--- src/rtl/dram_ref_pkg.sv ---
package dram_ref_pkg;
  parameter int CNT_W  = 11;
  parameter int ADDR_W = 20;
  parameter int BANKS  = 2;

  typedef struct packed {
    logic [CNT_W-1:0] reload;
    logic             en;
    logic [BANKS-1:0] bank_en;
  } ref_cfg_t;
endpackage

--- src/rtl/dram_ref_cfg.sv ---
module dram_ref_cfg
  import dram_ref_pkg::*;
(
  input  logic             clk_i,
  input  logic             rst_ni,
  input  logic             we_i,
  input  ref_cfg_t         wdata_i,
  output ref_cfg_t         cfg_o,
  output logic             active_o
);
  logic [BANKS-1:0] bank_q;
  logic [CNT_W-1:0] reload_q;
  logic             en_q;

  always_ff @(posedge clk_i or negedge rst_ni) begin
    if (!rst_ni) begin
      reload_q <= '0;
      en_q     <= 1'b0;
    end else if (we_i) begin
      reload_q <= wdata_i.reload;
      en_q     <= wdata_i.en;
    end
  end

  for (genvar b = 0; b < BANKS; b++) begin : g_bank
    always_ff @(posedge clk_i or negedge rst_ni) begin
      if (!rst_ni)   bank_q[b] <= 1'b0;
      else if (we_i) bank_q[b] <= wdata_i.bank_en[b];
    end
  end

  assign cfg_o    = '{reload: reload_q, en: en_q, bank_en: bank_q};
  // zero reload counts as disabled
  assign active_o = en_q && (|bank_q) && (reload_q != '0);
endmodule

--- src/rtl/dram_ref_timer.sv ---
module dram_ref_timer
  import dram_ref_pkg::*;
(
  input  logic             clk_i,
  input  logic             rst_ni,
  input  logic             restart_i,
  input  logic [CNT_W-1:0] restart_val_i,
  input  logic             active_i,
  input  logic [CNT_W-1:0] reload_i,
  output logic             expire_o
);
  localparam logic [CNT_W-1:0] ONE = CNT_W'(1);
  logic [CNT_W-1:0] cnt_q;

  assign expire_o = active_i && !restart_i && (cnt_q == ONE);

  always_ff @(posedge clk_i or negedge rst_ni) begin
    if (!rst_ni)        cnt_q <= '0;
    else if (restart_i) cnt_q <= restart_val_i;
    else if (!active_i) cnt_q <= reload_i;
    else if (expire_o)  cnt_q <= reload_i;
    else                cnt_q <= cnt_q - ONE;
  end
endmodule

--- src/rtl/dram_ref_req.sv ---
module dram_ref_req (
  input  logic clk_i,
  input  logic rst_ni,
  input  logic flush_i,
  input  logic active_i,
  input  logic expire_i,
  input  logic ack_i,
  output logic req_o,
  output logic overrun_o
);
  logic req_q, ovr_q;

  always_ff @(posedge clk_i or negedge rst_ni) begin
    if (!rst_ni) begin
      req_q <= 1'b0;
      ovr_q <= 1'b0;
    end else if (flush_i) begin
      req_q <= 1'b0;
      ovr_q <= 1'b0;
    end else if (!active_i) begin
      req_q <= 1'b0;
    end else if (expire_i) begin
      req_q <= 1'b1;
      // a still-unserved request merges with the new one
      if (req_q && !ack_i) ovr_q <= 1'b1;
    end else if (ack_i) begin
      req_q <= 1'b0;
    end
  end

  assign req_o     = req_q;
  assign overrun_o = ovr_q;
endmodule

--- src/rtl/dram_refresh_gen.sv ---
module dram_refresh_gen
  import dram_ref_pkg::*;
(
  input  logic              clk_i,
  input  logic              rst_ni,
  input  logic              cfg_we_i,
  input  logic [CNT_W-1:0]  cfg_reload_i,
  input  logic              cfg_en_i,
  input  logic [BANKS-1:0]  cfg_bank_en_i,
  input  logic              ref_ack_i,
  output logic              ref_req_o,
  output logic [ADDR_W-1:0] ref_addr_o,
  output logic              overrun_o
);
  localparam logic [ADDR_W-1:0] REF_ADDR = '1;

  ref_cfg_t wdata, cfg;
  logic     active, expire;

  assign wdata = '{reload: cfg_reload_i, en: cfg_en_i, bank_en: cfg_bank_en_i};

  dram_ref_cfg u_cfg (
    .clk_i    (clk_i),
    .rst_ni   (rst_ni),
    .we_i     (cfg_we_i),
    .wdata_i  (wdata),
    .cfg_o    (cfg),
    .active_o (active)
  );

  dram_ref_timer u_timer (
    .clk_i         (clk_i),
    .rst_ni        (rst_ni),
    .restart_i     (cfg_we_i),
    .restart_val_i (cfg_reload_i),
    .active_i      (active),
    .reload_i      (cfg.reload),
    .expire_o      (expire)
  );

  dram_ref_req u_req (
    .clk_i     (clk_i),
    .rst_ni    (rst_ni),
    .flush_i   (cfg_we_i),
    .active_i  (active),
    .expire_i  (expire),
    .ack_i     (ref_ack_i),
    .req_o     (ref_req_o),
    .overrun_o (overrun_o)
  );

  assign ref_addr_o = ref_req_o ? REF_ADDR : '0;
endmodule

--- config.mk ---
export PLATFORM = sky130hd
export DESIGN_NAME = dram_refresh_gen
export DESIGN_NICKNAME = d
export VERILOG_FILES = /design/src/rtl/dram_ref_pkg.sv /design/src/rtl/dram_ref_cfg.sv /design/src/rtl/dram_ref_timer.sv /design/src/rtl/dram_ref_req.sv /design/src/rtl/dram_refresh_gen.sv
export SDC_FILE = /design/constraint.sdc
export NUM_CORES = 1
export LEC_CHECK = 0
export BUFFER_PORTS_ARGS = -buffer_cell sky130_fd_sc_hd__buf_2
export CAP_MARGIN = 20
export CORE_ASPECT_RATIO = 1.25
export CORE_MARGIN = 3
export CORE_UTILIZATION = 54
export CTS_BUF_LIST = sky130_fd_sc_hd__clkbuf_8
export CTS_CLUSTER_SIZE = 16
export DETAILED_ROUTE_END_ITERATION = 6
export PLACE_DENSITY_LB_ADDON = 0.25
export SLEW_MARGIN = 15
export SYNTH_ARGS = -nofsm -noshare
export SYNTH_HDL_FRONTEND = slang
export SYNTH_SLANG_ARGS = --single-unit
export TNS_END_PERCENT = 30
--- constraint.sdc ---
create_clock -name clk_i -period 2.5 [get_ports clk_i]
set_input_delay 0 -clock clk_i [delete_from_list [all_inputs] [get_ports clk_i]]
set_output_delay 0 -clock clk_i [all_outputs]
set_load 0.05 [all_outputs]
==> out/results.tsv <==
metric	value	unit
Worst Hold Depth	4	
PD cells	534	nW/um^2
num ports	40	
origin of the critical flop-to-flop path	u_timer.cnt_q[1]$_DFF_PN0_	
Vias	1285	
top post-synthesis cells by area	dfrtp_1, buf_4, nand2_1	
antenna violations before repair	0	
layout cells sized above 1	29.9	%
H-tree levels	1	
vias in the first global route	1237	
FMAX	460	MHz
multi-input logic area	638	um^2
gr usage total	21.7	%
core area	2710	um^2
Net count, final	215	
Residual DRC	0	
sequential cell area	676	um^2
clock latency on the worst-skew pair	0.27	ns
global route total overflow	0	
Worst setup EP type	register	
die span in y	65.9	um
WS Path Type	reg -> reg	
sequential area share after synthesis	43.7	%
Worst EP arrival	2.36	ns
first-pass iteration count of the detailed router	4	
wire length on met2	1680	um
met3 WL post-DR	164	um
first-pass GRT wire length	5560	um
setup TNS	0	ns
Mapped Cells	161	
reg-to-reg slack, setup	0.33	ns
reg2reg end	u_timer.cnt_q[1]$_DFF_PN0_	
syn_nets	181	
Clock Tree Root	clkbuf_8	
total design power	0.963	mW
Buffers on Ports	39	
vias per cell	5.64	
Max VDD drop	448	uV
antenna-violating nets left	0	
FF-to-FF path depth	6	
Critical Path RT	2.68	ns
skew final	0.00798	ns
largest net degree at the start of global routing	31	
Hold EP	u_req.req_o$_DFFE_PN0P_	
min-delay worst type	in -> reg	
Synth Flop Type	dfrtp_1	
number of synthesized flops with an enable pin	0	
first-iteration detailed-routing DRC count	50	
ANT cells	0	
Syn Std Cell Area	1550	um^2
Yosys top cell by area	dfrtp_1	
CTS tree	built	
Die X	53.9	um
Layout fillers	208	
fin crit share	87.0	%
synth unique cells	37	
Worst Max-Slew Pin Slew	0.658	ns
area of the die	3550	um^2
Routability Congestion	0.878	
ys async rst share	100	%
DP Wirelength	2310	um
Total Routed Length	3340	um
dpl cells	209	
Num CTS Buffers	3	
Leakage	0.874	nW
RSZ-0062 raised after global routing	false	
Starting Density	57.2	%
clk buf depth	2	
Critical Path Start Type	register	
status	finished clean	
# rows	21	
clock slew at reported path FFs	0.08	ns
Setup Viol. Count Final	0	
fin crit period	2.17	ns
Rel. slew slack	56.0	%
Syn-to-layout area delta	16.5	%
non-filler cells, final	228	
Max Cap Viol	0	
Routed WL per cell	14.6	um
worst hold start	ref_ack_i	
Met1 Routed Length	1430	um
YS warnings	0	
synthesized area per cell	9.61	um^2
max layer used	met4	
crit path max fanout	16	
FF+latch count, synth	27	
Fin. Hold Viols	0	
top cell type's share of synthesized area	43.7	%
Final Max Slew Viols	0	
clock sinks	27	
-- timing repair --
item	CTS	global route
hold buffers	15	0
setup endpoints to repair	0	0
endpoints found under the hold margin	46	0
setup buffers	0	0
resized for setup	0	0
-- cell usage in the layout, fill, tap and decap left out, types with 2 or more instances in the layout --
cell type	instances
buf_2	39
dfrtp_1	27
nand2_1	17
dlygate4sd3_1	15
inv_1	11
o21ai_0	9
nor4_1	8
a21oi_1	8
nor3_1	6
o31ai_1	6
o21a_1	4
mux2_2	4
nand3_1	3
nor2_1	3
xor2_1	3
clkbuf_8	3
xnor2_1	2
o221ai_1	2
o31ai_2	2
a31oi_1	2
ha_1	2
buf_4	2
-- worst max path at each step --
stage	cells after the start	startpoint	slack (ns)	endpoint
floorplan	8	u_timer.cnt_q[1]$_DFF_PN0_	0.39	u_timer.cnt_q[10]$_DFF_PN0_
detailed placement	6	u_timer.cnt_q[1]$_DFF_PN0_	0.34	u_timer.cnt_q[3]$_DFF_PN0_
CTS	6	u_timer.cnt_q[1]$_DFF_PN0_	0.33	u_timer.cnt_q[1]$_DFF_PN0_
global placement	6	u_timer.cnt_q[1]$_DFF_PN0_	0.41	u_timer.cnt_q[1]$_DFF_PN0_
global route	6	u_timer.cnt_q[1]$_DFF_PN0_	0.24	u_timer.cnt_q[1]$_DFF_PN0_
finish	6	u_timer.cnt_q[1]$_DFF_PN0_	0.33	u_timer.cnt_q[1]$_DFF_PN0_
-- power breakdown --
group / switching [mW] / internal [mW]
Sequential: 0.0409 / 0.480
Clock: 0.131 / 0.110
Combinational: 0.106 / 0.0948
-- cell usage after synthesis (3+ instances only) --
cell type  instances
o31ai_1            6
o21a_1             4
nor4_1             8
inv_1             10
nor2_1             3
nor3_1             6
mux2_2             4
a21oi_1            8
xor2_1             3
dfrtp_1           27
buf_4             20
nand3_1            3
a31oi_1            3
o21ai_0            9
nand2_1           17
clkbuf_1           3
buf_6              3
-- metrics by stage --
step | utilization, % | hold slack [ns] | cell area [um^2] | setup WS [ns]
after global routing | 66.6 | 0.0322 | 1800 | 0.239
after CTS | 66.4 | 0.00245 | 1800 | 0.325
final | 66.6 | 0.00895 | 1800 | 0.326
after floorplan | - | -0.296 | 1550 | 0.392
after detailed placement | 59.2 | 0.0355 | 1600 | 0.343
after global placement | 59.2 | 0.0243 | 1600 | 0.406
-- worst max-delay path, cell delays in order, from the launching register on --
cell	delay, ns
dfrtp_1	0.43
inv_1	0.10
ha_1	0.13
or4b_2	0.60
or3_4	0.45
and3_1	0.22
o31ai_2	0.17
-- logic make-up (layout without fill, tap and decap cells) --
family | after synthesis | count (layout) | synth area share (%)
AOI/OAI and AO/OA | 38 | 38 | 16.8
xor gates and xnor gates | 5 | 5 | 2.83
adders and majority gates | 2 | 2 | 1.62
buffers and inverters | 38 | 71 | 15.5
DFF | 27 | 27 | 43.7
muxes | 4 | 4 | 2.91
and+or+nand+nor | 47 | 47 | 16.7
-- state kept, by name, indices dropped and copies added, names as in the netlist --
signal           count
u_cfg.cfg_o          2
u_cfg.en_q           1
u_cfg.reload_q      11
u_req.overrun_o      1
u_req.req_o          1
u_timer.cnt_q       11
-- area by class of cell --
class,count,share of cell area (%)
clock buffer,3,2.29
clock inverter,1,0.208
inverter,11,2.29
multi-input combinational,96,35.4
sequential,27,37.5
tap,34,2.36
timing repair buffer,56,20.0
-- routing by layer --
layer  vias to the layer above  track usage (%)
met4                         0             9.90
met5                         -                0
met3                         6             3.16
met1                       609             27.8
met2                        42             35.5
li1                        628                -
Note: power is estimated with default switching activity, not from simulation.
